`src/rtl/ticket_lock_pkg.sv`:
```
package ticket_lock_pkg;

  typedef enum logic {
    SLOT_IDLE = 1'b0,
    SLOT_HELD = 1'b1
  } slot_e;

  function automatic int ticket_bits(input int n_req);
    return $clog2(n_req) + 1;
  endfunction

  function automatic int lock_bits(input int n_locks);
    return (n_locks > 1) ? $clog2(n_locks) : 1;
  endfunction

endpackage

```
`src/rtl/lock_counters.sv`:
```
module lock_counters #(
  parameter int NUM_REQ = 4,
  parameter int TW      = 3
) (
  input  logic                  clk_i,
  input  logic                  rst_ni,
  input  logic [NUM_REQ-1:0]    take_i,
  input  logic                  adv_i,
  output logic [TW-1:0]         next_o,
  output logic [TW-1:0]         serving_o,
  output logic [NUM_REQ*TW-1:0] offer_o
);

  logic [TW-1:0] next_q, next_d, serving_q;

  // ascending index gets consecutive tickets
  always_comb begin
    logic [TW-1:0] run;
    run = next_q;
    offer_o = '0;
    for (int r = 0; r < NUM_REQ; r++) begin
      offer_o[r*TW +: TW] = run;
      if (take_i[r]) run = run + TW'(1);
    end
    next_d = run;
  end

  always_ff @(posedge clk_i or negedge rst_ni) begin
    if (!rst_ni) begin
      next_q    <= '0;
      serving_q <= '0;
    end else begin
      next_q <= next_d;
      if (adv_i) serving_q <= serving_q + TW'(1);
    end
  end

  assign next_o    = next_q;
  assign serving_o = serving_q;

endmodule

```
`src/rtl/req_slot.sv`:
```
module req_slot import ticket_lock_pkg::*; #(
  parameter int LW = 1,
  parameter int TW = 3
) (
  input  logic          clk_i,
  input  logic          rst_ni,
  input  logic          acq_i,
  input  logic [LW-1:0] lock_i,
  input  logic          rel_i,
  input  logic [TW-1:0] offer_i,
  input  logic [TW-1:0] serving_i,
  output logic          take_o,
  output logic          busy_o,
  output logic [LW-1:0] lock_o,
  output logic [TW-1:0] ticket_o,
  output logic          grant_o,
  output logic          rel_ok_o,
  output logic          err_o
);

  slot_e         state_q;
  logic [LW-1:0] lock_q;
  logic [TW-1:0] ticket_q;
  logic          err_q;

  assign busy_o   = (state_q == SLOT_HELD);
  assign take_o   = acq_i && !busy_o;
  assign grant_o  = busy_o && (ticket_q == serving_i);
  assign rel_ok_o = rel_i && grant_o;

  always_ff @(posedge clk_i or negedge rst_ni) begin
    if (!rst_ni) begin
      state_q  <= SLOT_IDLE;
      lock_q   <= '0;
      ticket_q <= '0;
      err_q    <= 1'b0;
    end else begin
      err_q <= rel_i && !grant_o;
      if (rel_ok_o) begin
        state_q <= SLOT_IDLE;
      end else if (take_o) begin
        state_q  <= SLOT_HELD;
        lock_q   <= lock_i;
        ticket_q <= offer_i;
      end
    end
  end

  assign lock_o   = lock_q;
  assign ticket_o = ticket_q;
  assign err_o    = err_q;

endmodule

```
`src/rtl/ticket_lock_unit.sv`:
```
module ticket_lock_unit import ticket_lock_pkg::*; #(
  parameter  int NUM_REQ   = 4,
  parameter  int NUM_LOCKS = 2,
  localparam int TW        = ticket_bits(NUM_REQ),
  localparam int LW        = lock_bits(NUM_LOCKS)
) (
  input  logic                  clk_i,
  input  logic                  rst_ni,
  input  logic [NUM_REQ-1:0]    acq_i,
  input  logic [NUM_REQ*LW-1:0] acq_lock_i,
  input  logic [NUM_REQ-1:0]    rel_i,
  output logic [NUM_REQ-1:0]    grant_o,
  output logic [NUM_REQ*TW-1:0] ticket_o,
  output logic [NUM_REQ-1:0]    err_o
);

  logic [NUM_LOCKS-1:0][TW-1:0]         next_q;
  logic [NUM_LOCKS-1:0][TW-1:0]         serving_q;
  logic [NUM_LOCKS-1:0][NUM_REQ*TW-1:0] offers;
  logic [NUM_LOCKS-1:0][NUM_REQ-1:0]    take_mask;
  logic [NUM_LOCKS-1:0]                 lock_adv;

  logic [NUM_REQ-1:0]         take, rel_ok, busy;
  logic [NUM_REQ-1:0][LW-1:0] slot_lock;
  logic [NUM_REQ-1:0][TW-1:0] offer_sel, serve_sel;

  // route acquires and releases to their lock
  always_comb begin
    take_mask = '0;
    lock_adv  = '0;
    for (int l = 0; l < NUM_LOCKS; l++) begin
      for (int r = 0; r < NUM_REQ; r++) begin
        take_mask[l][r] = take[r] && (acq_lock_i[r*LW +: LW] == LW'(l));
        if (rel_ok[r] && (slot_lock[r] == LW'(l))) lock_adv[l] = 1'b1;
      end
    end
  end

  // pick each requester's offered ticket and its lock's turn counter
  always_comb begin
    offer_sel = '0;
    serve_sel = '0;
    for (int r = 0; r < NUM_REQ; r++) begin
      for (int l = 0; l < NUM_LOCKS; l++) begin
        if (acq_lock_i[r*LW +: LW] == LW'(l)) offer_sel[r] = offers[l][r*TW +: TW];
        if (slot_lock[r] == LW'(l))           serve_sel[r] = serving_q[l];
      end
    end
  end

  for (genvar l = 0; l < NUM_LOCKS; l++) begin : g_lock
    lock_counters #(
      .NUM_REQ (NUM_REQ),
      .TW      (TW)
    ) u_ctr (
      .clk_i     (clk_i),
      .rst_ni    (rst_ni),
      .take_i    (take_mask[l]),
      .adv_i     (lock_adv[l]),
      .next_o    (next_q[l]),
      .serving_o (serving_q[l]),
      .offer_o   (offers[l])
    );
  end

  for (genvar r = 0; r < NUM_REQ; r++) begin : g_slot
    req_slot #(
      .LW (LW),
      .TW (TW)
    ) u_slot (
      .clk_i     (clk_i),
      .rst_ni    (rst_ni),
      .acq_i     (acq_i[r]),
      .lock_i    (acq_lock_i[r*LW +: LW]),
      .rel_i     (rel_i[r]),
      .offer_i   (offer_sel[r]),
      .serving_i (serve_sel[r]),
      .take_o    (take[r]),
      .busy_o    (busy[r]),
      .lock_o    (slot_lock[r]),
      .ticket_o  (ticket_o[r*TW +: TW]),
      .grant_o   (grant_o[r]),
      .rel_ok_o  (rel_ok[r]),
      .err_o     (err_o[r])
    );
  end

endmodule

```
`config.mk`:
```
export PLATFORM = sky130hd
export DESIGN_NAME = ticket_lock_unit
export DESIGN_NICKNAME = d
export VERILOG_FILES = /design/src/rtl/ticket_lock_pkg.sv /design/src/rtl/lock_counters.sv /design/src/rtl/req_slot.sv /design/src/rtl/ticket_lock_unit.sv
export SDC_FILE = /design/constraint.sdc
export NUM_CORES = 1
export LEC_CHECK = 0
export ABC_CLOCK_PERIOD_IN_PS = 3700
export BUFFER_PORTS_ARGS = -buffer_cell sky130_fd_sc_hd__buf_2
export CAP_MARGIN = 20
export CORE_MARGIN = 2
export CORE_UTILIZATION = 45
export CTS_BUF_LIST = sky130_fd_sc_hd__clkbuf_16
export DETAILED_ROUTE_END_ITERATION = 10
export PLACE_DENSITY = 0.64
export RECOVER_POWER = 25
export SLEW_MARGIN = 20
export SYNTH_ARGS = -nofsm -noshare
export SYNTH_HDL_FRONTEND = slang
export SYNTH_HIERARCHICAL = 1
export SYNTH_SLANG_ARGS = --single-unit
```
`constraint.sdc`:
```
create_clock -name clk_i -period 3.7 [get_ports clk_i]
set_input_delay 0.185 -clock clk_i [delete_from_list [all_inputs] [get_ports clk_i]]
set_output_delay 0.185 -clock clk_i [all_outputs]
set_load 0.01 [all_outputs]
```
==> flow_metrics.tcl, run 1 <==
set metrics [dict create \
    synthCells 196 \
    drtPass1Iterations 4 \
    clkLatencyLatePin_ps 280 \
    holdBufCountCts 0 \
    ys_seq_area_share_pct 37.23 \
    status "finished with violations" \
    cp_common_cell "nor2b_1" \
    finalCoreUtilization_pct 52.97 \
    ant_nets 0 \
    path_buf_inv 1 \
    synth-warning-count 6 \
    dieArea_um2 5980 \
    antenna_found_initial 0 \
    track_usage_pct 16.15 \
    synth_top_area_share_pct 37.23 \
    syn_nets 220 \
    clk_path_buf_depth 2 \
    hold_depth 2 \
    path_depth 10 \
    cts_made_buffers 5 \
    grt_overflow 0 \
    setup_viol 0 \
    post_cts_buffers 0 \
    finalCriticalPeriod_ps 3066 \
    io_buffers 33 \
    fp.dieW_um 77.33 \
    avgSynthCellArea_um2 12.35 \
    routed_wl_mm 4.309 \
    finalSetupTns_ps 0 \
    nNetsFinal 251 \
    drt_iter0_markers 53 \
    cts_tree "done" \
    violations "capacitance limit, slew limit" \
    slew_violations 37 \
    clock_sinks 36 \
    crit_slowest_cell "nor2b_1" \
    maxCapViolCount 1 \
    setup_ws_ps 634.1 \
    yosys_register_bits 36 \
    root_buffer "clkbuf_16" \
    rsz0062_at_grt "no" \
    relSlewSlack_pct -28.37 \
    grt_max_degree 37 \
    post_cts_resized 0 \
    hold_violations 0 \
    h-tree-depth 2 \
    ios 34 \
    ys_top_cells_by_area "dfrtp_1 (37%), mux2_1 (11%), mux2_4 (9.9%)" \
    dieHeight_um 77.33 \
    synth_area_um2 2420 \
    ys.flop_type "dfrtp_1" \
    start_util_pct 47.08 \
    drc 0 \
    detail_route.wl_per_cell_um 14.51 \
    dp_hpwl_mm 3.295 \
    cpPeakStageDelay_ps 480 \
    pre_cts_ws_ps 630.4 \
    drive_above_1_share_pct 33.04 \
    worstPathArrival_ps 3230 \
    synth_edf_count 0 \
    finClkSkew_ps 6.194 \
    area_growth_pct 12.51 \
    async_flop_share_pct 100.0 \
    path_max_fanout 6 \
    clock.fmax_mhz 326.2 \
    core_area_um2 5140 \
    ff2ff_path_depth 10 \
    synth_cell_types 25 \
    vias 1433 \
    start_kind "flop" \
    critical_path_class "reg2reg" \
    routabilityCongestion 0.7580 \
    power_mw 2.537 \
    worstMarginPinSlew_ps 1926 \
    hp-class "in2reg" \
    clk_pin_slew_ps 50 \
    n_antenna_cell 0 \
    viasPerCell 4.825 \
    cp_top_family "simple AND/OR/NAND/NOR gates" \
    rows 26 \
    required_ps 3860 \
    grt_pass1_vias 1445 \
    power.leakage_nw 1.229 \
    worstPathCellList "nor2b_1 -> nor2b_1 -> xor2_2 -> xnor2_1 -> inv_1 -> ha_1 -> nand2_1 -> o21ai_0 -> mux2_1 -> mux2_4" \
    synth.largest_area_cell "dfrtp_1" \
    max-vdd-ir-drop_mv 0.3534 \
    cp-end-kind "flop" \
    powerDensity_nw_per_um2 931.9 \
    fin_crit_sh_pct 82.86 \
    grt_pass1_wl_mm 7.410 \
]
[worst register-to-register path, cell delays in order (launching register included)]
cell,delay [ps]
dfrtp_1,380
nor2b_1,480
nor2b_1,410
xor2_2,160
xnor2_1,350
inv_1,100
ha_1,280
nand2_1,60
o21ai_0,140
mux2_1,330
mux2_4,250
[worst paths after layout]
| path | startpoint | to | slack [ps] |
|---|---|---|---|
| max | g_slot[0].u_slot/busy_o | g_slot[3].u_slot/ticket_o[1] | 630 |
| min | rel_i[2] | g_slot[2].u_slot/busy_o | 90 |
| max reg2reg | g_slot[0].u_slot/busy_o | g_slot[3].u_slot/ticket_o[1] | 630 |
| min reg2reg | g_lock[0].u_ctr/serving_o[2] | g_lock[0].u_ctr/serving_o[2] | 550 |
| max in group asynchronous | rst_ni | g_slot[2].u_slot/err_o | 2150 |
| min in group asynchronous | rst_ni | g_slot[0].u_slot/err_o | 440 |
[where the power goes]
group	switching, mW	internal (mW)
sequential	0.210	0.588
combinational	0.581	0.766
clock	0.150	0.242
total	0.942	1.60
[area by class of cell]
class	instances	area (µm²)
flip-flops and latches	36	900.9
well taps	70	87.58
fillers	486	2417
clock inverters	2	8.758
multi-input cells	147	1418
clock buffers	5	125.1
repair buffers	34	171.4
inverters	3	11.26
[registers in the layout (all words and copies together) (netlist names)]
| signal | count |
|---|---|
| g_slot.u_slot/busy_o | 4 |
| g_lock.u_ctr/next_o | 6 |
| g_slot.u_slot/lock_o | 4 |
| g_slot.u_slot/ticket_o | 12 |
| g_lock.u_ctr/serving_o | 6 |
| g_slot.u_slot/err_o | 4 |
[per-stage QoR]
step / instance area, µm² / hold WS [ps] / std cells
2_1_floorplan: 2420 / -110.6 / 196
3_5_place_dp: 2590 / 324.1 / 290
5_1_grt: 2723 / 109.1 / 297
4_1_cts: 2724 / 26.21 / 297
6_report: 2723 / 93.57 / 297
3_3_place_gp: 2590 / 332.4 / 290
[cell usage in the layout (no fill, tap or decap), types with 5 or more instances in the layout]
master,Yosys,layout
buf_2,0,32
clkbuf_16,0,5
mux2_1,24,24
ha_1,10,10
dfrtp_1,36,36
mux2_2,6,6
xnor2_1,22,22
nor2b_1,12,12
nand2_1,13,13
mux2_4,16,16
and2_1,8,8
[layer usage]
layer | global-route usage (%) | share of wire, %
met5 | 0 | 0
met4 | 5.893 | 1.4
met3 | 3.721 | 3.0
met2 | 24.87 | 46
met1 | 22.31 | 50
[cell families after synthesis]
family,after synthesis,synth area share [%]
simple gates,46,10.96
buf+inv,13,4.188
compound gates,9,2.223
mux,48,24.72
fa+ha+maj,10,5.171
xor+xnor,34,15.51
flops,36,37.23
[Yosys cell counts, drive strengths merged, types with 4 or more instances]
master,number
mux2,46
dfrtp,36
xnor2,26
nand2,15
nor2b,12
buf,10
ha,10
and2,8
xor2,6
a21oi,4
and4,4
nor2,4
No activity file was read; power rests on OpenSTA's default activity.
==> inputs of run 2 (changes only) <==
--- a/config.mk
+++ b/config.mk
@@ -5,14 +5,14 @@
 export SDC_FILE = /design/constraint.sdc
 export NUM_CORES = 1
 export LEC_CHECK = 0
-export ABC_CLOCK_PERIOD_IN_PS = 3700
+export ABC_CLOCK_PERIOD_IN_PS = 2800
 export BUFFER_PORTS_ARGS = -buffer_cell sky130_fd_sc_hd__buf_2
 export CAP_MARGIN = 20
 export CORE_MARGIN = 2
 export CORE_UTILIZATION = 45
 export CTS_BUF_LIST = sky130_fd_sc_hd__clkbuf_16
 export DETAILED_ROUTE_END_ITERATION = 10
-export PLACE_DENSITY = 0.64
+export PLACE_DENSITY = 0.67
 export RECOVER_POWER = 25
 export SLEW_MARGIN = 20
 export SYNTH_ARGS = -nofsm -noshare
==> constraint.sdc (replaced) <==
create_clock -name clk_i -period 2.8 [get_ports clk_i]
set_input_delay 0.14 -clock clk_i [delete_from_list [all_inputs] [get_ports clk_i]]
set_output_delay 0.14 -clock clk_i [all_outputs]
set_load 0.01 [all_outputs]
==> run 2 against run 1 <==
The run still ends with capacitance limit, slew limit left. Global-route usage is 0.071 points lower. Sequential share of layout area shrank 0.82 points. Power rose by 37%. Clock power rose by 58%. Clock-buffer cell count unchanged. Critical path type unchanged. Largest power group unchanged. Highest routed layer unchanged.
==> flow_metrics.tcl, run 2 (synthesis gave the netlist of run 1 again) <==
set metrics [dict create \
    track_usage_pct 16.08 \
    required_ps 2960 \
    antenna_found_initial 0 \
    h-tree-depth 2 \
    start_util_pct 47.08 \
    status "finished with violations" \
    worstPathArrival_ps 2810 \
    cp-end-kind "flop" \
    ant_nets 0 \
    core_area_um2 5140 \
    layout_commonest_cell "dfrtp_1" \
    cts_made_buffers 5 \
    finalSetupTns_ps 0 \
    nNetsFinal 256 \
    violations "capacitance limit, slew limit" \
    max-vdd-ir-drop_mv 0.5536 \
    io_buffers 33 \
    fp.dieW_um 77.33 \
    critical_path_class "reg2reg" \
    dp_hpwl_mm 3.473 \
    n_antenna_cell 0 \
    powerDensity_nw_per_um2 1249 \
    clock.fmax_mhz 378.4 \
    ios 34 \
    cts_tree "done" \
    final_cell_mix "dfrtp_1 (36), mux2_1 (25), xnor2_1 (20), clkbuf_1 (19), buf_2 (16)" \
    drt_iter0_markers 52 \
    routabilityCongestion 0.7585 \
    dieArea_um2 5980 \
    worstMarginPinSlew_ps 1930 \
    hold_violations 0 \
    stdcell_count 303 \
    finClkSkew_ps 2.527 \
    setup_viol 0 \
    path_buf_inv 1 \
    maxCapViolCount 1 \
    worstPathCellList "nor2b_2 -> nor2b_1 -> buf_4 -> mux2_2 -> xnor2_2 -> ha_1 -> nand2_1 -> o21ai_0 -> mux2_1 -> mux2_4" \
    detail_route.wl_per_cell_um 14.79 \
    drtPass1Iterations 4 \
    final_area_um2 2791 \
    crit_slowest_cell "dfrtp_1" \
    cpPeakStageDelay_ps 400 \
    relSlewSlack_pct -28.69 \
    finalCriticalPeriod_ps 2643 \
    largest_register_ffs 12 \
    slew_violations 37 \
    drive_above_1_share_pct 27.47 \
    grt_pass1_wl_mm 7.396 \
    grt_max_degree 37 \
    grt_overflow 0 \
    drc 0 \
    vias 1490 \
    clk_path_buf_depth 2 \
    clkLatencyLatePin_ps 280 \
    cp_top_family "multiplexers" \
    grt_pass1_vias 1527 \
    rsz0062_at_grt "no" \
    root_buffer "clkbuf_16" \
    dieHeight_um 77.33 \
    area_growth_pct 15.36 \
    path_max_fanout 4 \
    clk_pin_slew_ps 50 \
    fin_crit_sh_pct 94.38 \
    fillCellCount 481 \
    routed_wl_mm 4.481 \
    hp-class "in2reg" \
    placed_area_um2 2620 \
    rows 26 \
    viasPerCell 4.917 \
    dp_cells 294 \
    start_kind "flop" \
    clock_sinks 36 \
    power.leakage_nw 1.218 \
]
## run 2: worst paths after layout
kind | depth (start not counted) | slack, ps | endpoint | startpoint
worst max-delay path | 10 | 160 | g_slot[3].u_slot/ticket_o[1] | g_slot[0].u_slot/busy_o
worst min-delay path | 2 | 50 | g_slot[3].u_slot/busy_o | rel_i[3]
worst max register to register | 10 | 160 | g_slot[3].u_slot/ticket_o[1] | g_slot[0].u_slot/busy_o
worst min register to register | 1 | 550 | g_slot[0].u_slot/ticket_o[1] | g_slot[0].u_slot/ticket_o[1]
max in group asynchronous | 2 | 750 | g_lock[1].u_ctr/next_o[2] | rst_ni
min in group asynchronous | 2 | 940 | g_slot[0].u_slot/lock_o | rst_ni
## run 2: area by class of cell
type / count / area, µm² / share of cell area, %
sequential: 36 / 900.9 / 32.27
inverter: 3 / 11.26 / 0.4034
clock buffer: 5 / 125.1 / 4.482
tap: 70 / 87.58 / 3.138
clock inverter: 3 / 37.54 / 1.345
timing repair buffer: 39 / 183.9 / 6.589
multi-input combinational: 147 / 1445 / 51.77
## run 2: timing repair
item | 4_1_cts | 5_1_grt
resized for setup | 0 | 5
endpoints found under the hold margin | 36 | 0
setup endpoints to repair | 0 | 2
setup buffers | 0 | 0
hold buffers | 1 | 0
## run 2: where the power goes
group          leakage (nW)  switching (mW)  internal [mW]  total, mW
registers             0.423           0.297          0.777       1.07
logic                 0.716           0.790           1.00       1.79
clock network        0.0789           0.206          0.413      0.619
total                  1.22            1.29           2.19       3.49
## run 2: metal layers
layer | share of wire, % | track usage (%)
met1 | 48 | 21.19
met5 | 0 | 0
met4 | 0.96 | 4.464
met3 | 4.2 | 3.837
met2 | 47 | 26.52
## run 2: through the flow
| stage | utilization [%] | hold WS (ps) | total power [mW] | setup WS [ps] |
|---|---|---|---|---|
| floorplan | - | -155.6 | 2.461 | 154.3 |
| global placement | 50.97 | 283.1 | 2.850 | 153.7 |
| detailed placement | 50.97 | 285.1 | 2.893 | 80.67 |
| CTS | 54.33 | 46.02 | 3.530 | 70.54 |
| global route | 54.31 | 67.65 | 3.769 | 22.52 |
| finish | 54.31 | 50.58 | 3.485 | 157.2 |
